File: src/rtl/trap_priv_pkg.sv
package trap_priv_pkg;

  typedef enum logic [2:0] {
    TS_IDLE,
    TS_PUSH_PC,
    TS_PUSH_SR,
    TS_VECTOR,
    TS_POP_SR,
    TS_POP_PC,
    TS_RETURN,
    TS_HALT
  } tps_state_e;

endpackage

File: src/rtl/tpc_seq.sv
module tpc_seq
  import trap_priv_pkg::*;
#(
  parameter int DW = 16
) (
  input  logic          clk,
  input  logic          rst_n,
  input  logic          swi_go,
  input  logic          rti_go,
  input  logic          stop_go,
  input  logic [DW-1:0] imm_i,
  input  logic [DW-1:0] pc_i,
  input  logic [DW-1:0] mem_rdata_i,
  output tps_state_e    state_o,
  output logic [DW-1:0] saved_pc_o,
  output logic [DW-1:0] target_o
);

  tps_state_e    state_q, state_d;
  logic [DW-1:0] saved_pc_q, target_q, target_d;
  logic          target_en;

  always_comb begin
    state_d   = state_q;
    target_d  = target_q;
    target_en = 1'b0;
    unique case (state_q)
      TS_IDLE: begin
        if (swi_go) begin
          state_d   = TS_PUSH_PC;
          target_d  = imm_i;
          target_en = 1'b1;
        end else if (rti_go) begin
          state_d = TS_POP_SR;
        end else if (stop_go) begin
          state_d = TS_HALT;
        end
      end
      TS_PUSH_PC: state_d = TS_PUSH_SR;
      TS_PUSH_SR: state_d = TS_VECTOR;
      TS_VECTOR:  state_d = TS_IDLE;
      TS_POP_SR:  state_d = TS_POP_PC;
      TS_POP_PC: begin
        state_d   = TS_RETURN;
        target_d  = mem_rdata_i;
        target_en = 1'b1;
      end
      TS_RETURN:  state_d = TS_IDLE;
      TS_HALT:    state_d = TS_HALT;
      default:    state_d = TS_IDLE;
    endcase
  end

  always_ff @(posedge clk or negedge rst_n) begin
    if (!rst_n) begin
      state_q    <= TS_IDLE;
      saved_pc_q <= '0;
      target_q   <= '0;
    end else begin
      state_q <= state_d;
      if (swi_go)    saved_pc_q <= pc_i;
      if (target_en) target_q   <= target_d;
    end
  end

  assign state_o    = state_q;
  assign saved_pc_o = saved_pc_q;
  assign target_o   = target_q;

endmodule

File: src/rtl/tpc_stack_ptrs.sv
module tpc_stack_ptrs #(
  parameter int DW = 16
) (
  input  logic          clk,
  input  logic          rst_n,
  input  logic          user_mode,
  input  logic          ssp_dec,
  input  logic          ssp_inc,
  input  logic          sp_load,
  input  logic [DW-1:0] sp_val,
  output logic [DW-1:0] usp_o,
  output logic [DW-1:0] ssp_o,
  output logic [DW-1:0] sp_o
);

  logic [DW-1:0] usp_q, ssp_q, usp_d, ssp_d;
  logic          usp_en, ssp_en;

  always_comb begin
    usp_d  = usp_q;
    ssp_d  = ssp_q;
    usp_en = 1'b0;
    ssp_en = 1'b0;
    if (ssp_dec) begin
      ssp_d  = ssp_q - DW'(1);
      ssp_en = 1'b1;
    end else if (ssp_inc) begin
      ssp_d  = ssp_q + DW'(1);
      ssp_en = 1'b1;
    end else if (sp_load) begin
      if (user_mode) begin
        usp_d  = sp_val;
        usp_en = 1'b1;
      end else begin
        ssp_d  = sp_val;
        ssp_en = 1'b1;
      end
    end
  end

  always_ff @(posedge clk or negedge rst_n) begin
    if (!rst_n) begin
      usp_q <= '0;
      ssp_q <= '0;
    end else begin
      if (usp_en) usp_q <= usp_d;
      if (ssp_en) ssp_q <= ssp_d;
    end
  end

  assign usp_o = usp_q;
  assign ssp_o = ssp_q;
  assign sp_o  = user_mode ? usp_q : ssp_q;

endmodule

File: src/rtl/tpc_status.sv
module tpc_status #(
  parameter int DW       = 16,
  parameter int USER_BIT = 0,
  parameter int STOP_BIT = 1
) (
  input  logic          clk,
  input  logic          rst_n,
  input  logic          sr_wr,
  input  logic [DW-1:0] sr_wr_val,
  input  logic          clr_user,
  input  logic          set_stop,
  output logic [DW-1:0] sr_o
);

  logic [DW-1:0] sr_q, sr_d;
  logic          sr_en;

  always_comb begin
    sr_d  = sr_q;
    sr_en = 1'b0;
    if (set_stop) begin
      sr_d[STOP_BIT] = 1'b1;
      sr_en          = 1'b1;
    end else if (sr_wr) begin
      sr_d  = sr_wr_val;
      sr_en = 1'b1;
    end else if (clr_user) begin
      sr_d[USER_BIT] = 1'b0;
      sr_en          = 1'b1;
    end
  end

  always_ff @(posedge clk or negedge rst_n) begin
    if (!rst_n) sr_q <= '0;
    else if (sr_en) sr_q <= sr_d;
  end

  assign sr_o = sr_q;

endmodule

File: src/rtl/trap_priv_ctrl.sv
module trap_priv_ctrl
  import trap_priv_pkg::*;
#(
  parameter int DW        = 16,
  parameter int USER_BIT  = 0,
  parameter int STOP_BIT  = 1,
  parameter int LSP_SHIFT = 8,
  parameter int RST_SYNC  = 2
) (
  input  logic          clk,
  input  logic          rst_n,
  input  logic          swi_i,
  input  logic          rti_i,
  input  logic          stop_i,
  input  logic          lsp_i,
  input  logic          gsr_i,
  input  logic          ssr_i,
  input  logic          gusp_i,
  input  logic [DW-1:0] imm_i,
  input  logic [DW-1:0] reg_wdata_i,
  input  logic [DW-1:0] pc_i,
  output logic          mem_we_o,
  output logic          mem_re_o,
  output logic [DW-1:0] mem_addr_o,
  output logic [DW-1:0] mem_wdata_o,
  input  logic [DW-1:0] mem_rdata_i,
  output logic          pc_load_o,
  output logic [DW-1:0] pc_o,
  output logic [DW-1:0] sr_o,
  output logic [DW-1:0] sp_o,
  output logic          rd_valid_o,
  output logic [DW-1:0] rd_data_o,
  output logic          fault_o,
  output logic          busy_o
);

  // reset: asserted asynchronously, released through a flop chain
  logic [RST_SYNC-1:0] rst_chain_q;
  logic                rst_int_n;

  always_ff @(posedge clk or negedge rst_n) begin
    if (!rst_n) rst_chain_q <= '0;
    else        rst_chain_q <= {rst_chain_q[RST_SYNC-2:0], 1'b1};
  end
  assign rst_int_n = rst_chain_q[RST_SYNC-1];

  tps_state_e    state;
  logic [DW-1:0] saved_pc, target, usp, ssp, sr;
  logic          idle, user_mode;
  logic          swi_go, rti_go, stop_go, lsp_go, gsr_go, ssr_go, gusp_go;
  logic          priv_fault, push_cyc, pop_cyc;
  logic          rd_valid_q, fault_q;
  logic [DW-1:0] rd_data_q, rd_data_d;

  assign idle      = (state == TS_IDLE);
  assign user_mode = sr[USER_BIT];

  // one operation per cycle; priority trap > return > stop > load-SP > reads/writes
  always_comb begin
    swi_go     = 1'b0;
    rti_go     = 1'b0;
    stop_go    = 1'b0;
    lsp_go     = 1'b0;
    gsr_go     = 1'b0;
    ssr_go     = 1'b0;
    gusp_go    = 1'b0;
    priv_fault = 1'b0;
    if (idle) begin
      if (swi_i)       swi_go  = 1'b1;
      else if (rti_i)  rti_go  = 1'b1;
      else if (stop_i) stop_go = 1'b1;
      else if (lsp_i)  lsp_go  = 1'b1;
      else if (gsr_i || ssr_i || gusp_i) begin
        if (user_mode) priv_fault = 1'b1;
        else if (gsr_i) gsr_go = 1'b1;
        else if (ssr_i) ssr_go = 1'b1;
        else            gusp_go = 1'b1;
      end
    end
  end

  assign push_cyc = (state == TS_PUSH_PC) || (state == TS_PUSH_SR);
  assign pop_cyc  = (state == TS_POP_SR)  || (state == TS_POP_PC);

  tpc_seq #(.DW(DW)) u_seq (
    .clk         (clk),
    .rst_n       (rst_int_n),
    .swi_go      (swi_go),
    .rti_go      (rti_go),
    .stop_go     (stop_go),
    .imm_i       (imm_i),
    .pc_i        (pc_i),
    .mem_rdata_i (mem_rdata_i),
    .state_o     (state),
    .saved_pc_o  (saved_pc),
    .target_o    (target)
  );

  tpc_stack_ptrs #(.DW(DW)) u_sp (
    .clk       (clk),
    .rst_n     (rst_int_n),
    .user_mode (user_mode),
    .ssp_dec   (push_cyc),
    .ssp_inc   (pop_cyc),
    .sp_load   (lsp_go),
    .sp_val    (imm_i << LSP_SHIFT),
    .usp_o     (usp),
    .ssp_o     (ssp),
    .sp_o      (sp_o)
  );

  tpc_status #(.DW(DW), .USER_BIT(USER_BIT), .STOP_BIT(STOP_BIT)) u_sr (
    .clk       (clk),
    .rst_n     (rst_int_n),
    .sr_wr     (ssr_go || (state == TS_POP_SR)),
    .sr_wr_val ((state == TS_POP_SR) ? mem_rdata_i : reg_wdata_i),
    .clr_user  (state == TS_PUSH_SR),
    .set_stop  (stop_go),
    .sr_o      (sr)
  );

  assign rd_data_d = gsr_go ? sr : usp;

  always_ff @(posedge clk or negedge rst_int_n) begin
    if (!rst_int_n) begin
      rd_valid_q <= 1'b0;
      rd_data_q  <= '0;
      fault_q    <= 1'b0;
    end else begin
      rd_valid_q <= gsr_go || gusp_go;
      fault_q    <= priv_fault;
      if (gsr_go || gusp_go) rd_data_q <= rd_data_d;
    end
  end

  assign mem_we_o    = push_cyc;
  assign mem_re_o    = pop_cyc;
  assign mem_addr_o  = push_cyc ? (ssp - DW'(1)) : ssp;
  assign mem_wdata_o = (state == TS_PUSH_PC) ? saved_pc : sr;
  assign pc_load_o   = (state == TS_VECTOR) || (state == TS_RETURN);
  assign pc_o        = target;
  assign sr_o        = sr;
  assign rd_valid_o  = rd_valid_q;
  assign rd_data_o   = rd_data_q;
  assign fault_o     = fault_q;
  assign busy_o      = !idle;

endmodule

File: config.mk
export PLATFORM = sky130hd
export DESIGN_NAME = trap_priv_ctrl
export DESIGN_NICKNAME = d
export VERILOG_FILES = /design/src/rtl/trap_priv_pkg.sv /design/src/rtl/tpc_seq.sv /design/src/rtl/tpc_stack_ptrs.sv /design/src/rtl/tpc_status.sv /design/src/rtl/trap_priv_ctrl.sv
export SDC_FILE = /design/constraint.sdc
export NUM_CORES = 1
export LEC_CHECK = 0
export BUFFER_PORTS_ARGS = -buffer_cell sky130_fd_sc_hd__clkbuf_2
export CAP_MARGIN = 20
export CORE_MARGIN = 2
export CORE_UTILIZATION = 35
export CTS_CLUSTER_SIZE = 12
export DETAILED_ROUTE_END_ITERATION = 10
export SLEW_MARGIN = 10
export SYNTH_ARGS = -nofsm -noshare
export SYNTH_HDL_FRONTEND = slang
export SYNTH_SLANG_ARGS = --single-unit
File: constraint.sdc
create_clock -name clk -period 6.2 [get_ports clk]
set_clock_uncertainty 0.15 [all_clocks]
set_input_delay 0.62 -clock clk [delete_from_list [all_inputs] [get_ports clk]]
set_output_delay 0.62 -clock clk [all_outputs]
set_load 0.03 [all_outputs]
==> results by group <==
CTS
  • Total CTS buffers: 9
  • Clock Tree Buf Depth: 2
  • CTS tree: yes
  • Clock Sinks: 95
  • # Post-CTS Setup Buffers: 0
  • Post-CTS Resized: 0
  • Root Buffer: clkbuf_16
  • Clock slew at reported path FFs: 0.07 ns
  • CTS H-tree lvls: 3
  • Worst skew pair latency: 0.35 ns

Logic synthesis
  • Mux contribution to synthesized area: 0.1078
  • Cell Area, Synth: 0.005283 sq mm
  • Post-Synth Adder-Cell Area: 0.004737
  • Mean Syn Cell Area: 9.108 sq um
  • Yosys warning count: 0
  • Register area share after synthesis: 0.4500
  • Post-synthesis simple-gate area fraction: 0.1985
  • Post-synthesis compound-gate area fraction: 0.1537
  • Main flop type after synthesis: dfrtp_1
  • Number of flops mapped to enable cells by yosys: 0
  • Synth unique cells: 57
  • Synth Instances: 580
  • Post-Syn Nets: 655
  • Combinational family with the most area after synthesis: simple AND/OR/NAND/NOR gates
  • Post-Synth XOR/XNOR Area: 0.03482
  • Post-synth ARST share: 1.000
  • Register bit total from synthesis: 95

Power
  • Worst VDD drop: 0.0003110 V
  • Leak: 3.129 nW
  • Power Total: 4.047 mW
  • Pwr/cell area: 620.4 mW/mm^2

Timing
  • Setup-failing EPs final: 0
  • RSZ-0062 raised after global routing: false
  • Final worst slack: 2.499 ns
  • Fin. Hold Viols: 0
  • Setup TNS: 0 ns
  • Max-slew violation count: 0
  • Post-layout min period: 3.701 ns
  • Worst Tran Pin Value: 1.038 ns
  • Rel. slew slack: 0.3080
  • Fmax: 0.2702 GHz
  • Final period utilization: 0.5969

Flow run
  • Max-cap violations: 0

Finish
  • Design area: 0.006524 sq mm
  • Fillcell total: 1,482
  • Layout cells sized above 1: 0.3320
  • Most common cell after layout, fill and taps aside: clkbuf_2
  • Layout area overhead: 23.50%
  • Most frequent cells in the layout: 174 x clkbuf_2, 98 x nand2_1, 94 x dfrtp_1, 60 x nor2_1, 31 x mux2_2
  • # diodes: 0
  • Fin nets: 799

Routing
  • Via count: 4,835
  • Routed wl met2: 7.766 mm
  • # DRC: 0
  • TritonRoute pass-1 iters: 7
  • Vias/cell: 5.296
  • Drt wl/cell: 18.28 um
  • Met3 wire len: 1.346 mm
  • DRT iter0 DRCs: 390
  • Top metal layer carrying routed signals: met4
  • Antenna Nets Post-Route: 0
  • Met1 wire length: 7.325 mm
  • WL final: 16.69 mm

Outcome
  • Status: completed

Placed design
  • DP HPWL: 12.39 mm
  • Place WS: 2.870 ns
  • DP Area: 0.006200 sq mm
  • Placer Congestion: 0.8723
  • Port-buffer cells: 174

Floorplan
  • IO Count: 175
  • Die outline height: 126.9 um
  • Row count: 44
  • DIE AREA: 0.01609 sq mm
  • Die width: 126.9 um
  • Initial Util: 0.3607
  • Core area: 0.01464 sq mm

GRT
  • Tot GR Track Use: 0.2094
  • Initial antenna violation count: 0
  • Overflow after GRT: 0
  • Largest net degree at the start of global routing: 62
  • Vias in the first global route: 4,794
  • Global-route wire length before repair: 26.22 mm

Critical path
  • R2R cell count: 6
  • Crit path required time: 5.43 ns
  • CP startpoint: u_sp.ssp_o[0]$_DFFE_PN0P_
  • R2r setup slk: 3.17 ns
  • Critical Path End: mem_addr_o[8]
  • Worst-path maximum fanout: 7
  • Crit path DAT: 2.93 ns
  • Kind of end point of the critical path: primary output
  • CP Class: reg -> out
  • R2r startpoint: u_seq.state_o[1]$_DFFE_PN0P_
  • RR Endpoint: u_seq.target_o[4]$_DFFE_PN0P_
  • CP Launch Type: register

Min path
  • Hold WC Path Type: reg -> async
through the flow:
stage | hold slack [ns] | std cells | util
final | 0.1222 | 913 | 0.4455
after global routing | 0.1682 | 913 | 0.4455
after floorplan | 0.1744 | 580 | -
after global placement | 0.1384 | 896 | 0.4234
after CTS | 0.1425 | 913 | 0.4455
after detailed placement | 0.1350 | 896 | 0.4234
state kept, by name, indices dropped and copies added, names as in the netlist:
| register | flops |
|---|---|
| u_seq.state_o | 3 |
| u_sp.ssp_o | 16 |
| rst_chain_q | 2 |
| u_sp.usp_o | 8 |
| u_seq.saved_pc_o | 16 |
| rd_valid_o | 1 |
| u_seq.target_o | 16 |
| fault_o | 1 |
| u_sr.sr_o | 16 |
| rd_data_o | 16 |
synth_stat cells (2+ instances only):
library cell / n / area share
o221ai_2: 2 / 0.0057
buf_4: 2 / 0.0028
o221ai_1: 3 / 0.0050
a22o_1: 7 / 0.012
or4b_1: 2 / 0.0038
nand3_1: 9 / 0.0085
dfrtp_1: 95 / 0.45
o21ai_1: 12 / 0.011
clkbuf_1: 28 / 0.020
a21o_1: 3 / 0.0043
mux2i_1: 22 / 0.042
nor3b_1: 2 / 0.0028
nand4_1: 5 / 0.0059
buf_2: 12 / 0.011
nor4_2: 3 / 0.0071
nand2_1: 98 / 0.070
xnor2_1: 16 / 0.027
nor2_1: 60 / 0.043
o22ai_1: 11 / 0.013
a21boi_0: 2 / 0.0028
nor3_1: 9 / 0.0085
a21oi_1: 30 / 0.028
o21a_1: 4 / 0.0057
or3_1: 4 / 0.0047
nor2b_1: 11 / 0.013
buf_6: 3 / 0.0064
ha_1: 2 / 0.0047
and2_1: 4 / 0.0047
nor2_2: 2 / 0.0024
or2_2: 5 / 0.0059
a211oi_1: 3 / 0.0043
o21ai_0: 15 / 0.014
nor4_1: 6 / 0.0071
a31oi_1: 4 / 0.0047
mux2_2: 31 / 0.066
inv_1: 13 / 0.0092
a22oi_1: 10 / 0.014
nand2b_1: 2 / 0.0024
a222oi_1: 3 / 0.0057
xor2_1: 5 / 0.0083
a32oi_1: 4 / 0.0066
critical path, cell delays in order, from the launching register on:
cell	delay [ns]
dfrtp_1	0.44
inv_1	0.14
ha_1	0.23
or4b_1	0.57
nor4_2	0.61
nor2b_1	0.24
xnor2_1	0.13
clkbuf_2	0.22
worst min path at each step:
stage,slack [ns],start,cells after the start,to
final,0.12,rst_chain_q[1]$_DFF_PN0_,0,u_seq.target_o[15]$_DFFE_PN0P_
after global routing,0.17,rst_chain_q[1]$_DFF_PN0_,0,u_seq.saved_pc_o[3]$_DFFE_PN0P_
after detailed placement,0.13,rst_chain_q[1]$_DFF_PN0_,0,u_seq.saved_pc_o[1]$_DFFE_PN0P_
after floorplan,0.17,rst_n,0,rst_chain_q[0]$_DFF_PN0_
after global placement,0.14,rst_chain_q[1]$_DFF_PN0_,0,u_seq.saved_pc_o[1]$_DFFE_PN0P_
after CTS,0.14,rst_chain_q[1]$_DFF_PN0_,0,u_seq.saved_pc_o[3]$_DFFE_PN0P_
report_power, final:
part	switching, mW	total (mW)	internal (mW)
sequential	0.337	1.20	0.866
clock	0.258	0.588	0.330
combinational	1.51	2.26	0.744
repair_timing:
action / CTS / global route
hold buffers: 1 / 0
endpoints found under the hold margin: 2 / 0
setup endpoints to repair: 0 / 0
final cells by class:
type / instances / area, sq um / share of cell area
Multi-Input combinational cell: 427 / 2646 / 0.4056
Timing Repair Buffer: 178 / 903.4 / 0.1385
Clock buffer: 10 / 239.0 / 0.03663
Tap cell: 184 / 230.2 / 0.03529
Sequential cell: 95 / 2381 / 0.3650
Inverter: 13 / 48.80 / 0.007480
Clock inverter: 6 / 75.07 / 0.01151
kinds of logic (layout without fill, tap and decap cells):
kind of cell | after synthesis | count (layout)
flip-flops | 95 | 95
adder cells (fa/ha/maj) | 2 | 2
multiplexers | 53 | 53
XOR/XNOR | 21 | 21
buffers and inverters | 58 | 207
AO/OA/AOI/OAI | 122 | 122
other | 1 | 1
AND/OR/NAND/NOR | 228 | 228
metal layers:
layer | vias to the layer above | track usage
met5 | - | 0
li1 | 2313 | -
met3 | 22 | 0.06158
met2 | 201 | 0.3267
met1 | 2299 | 0.2814
met4 | 0 | 0.06593
(Power assumes the default switching activity.)
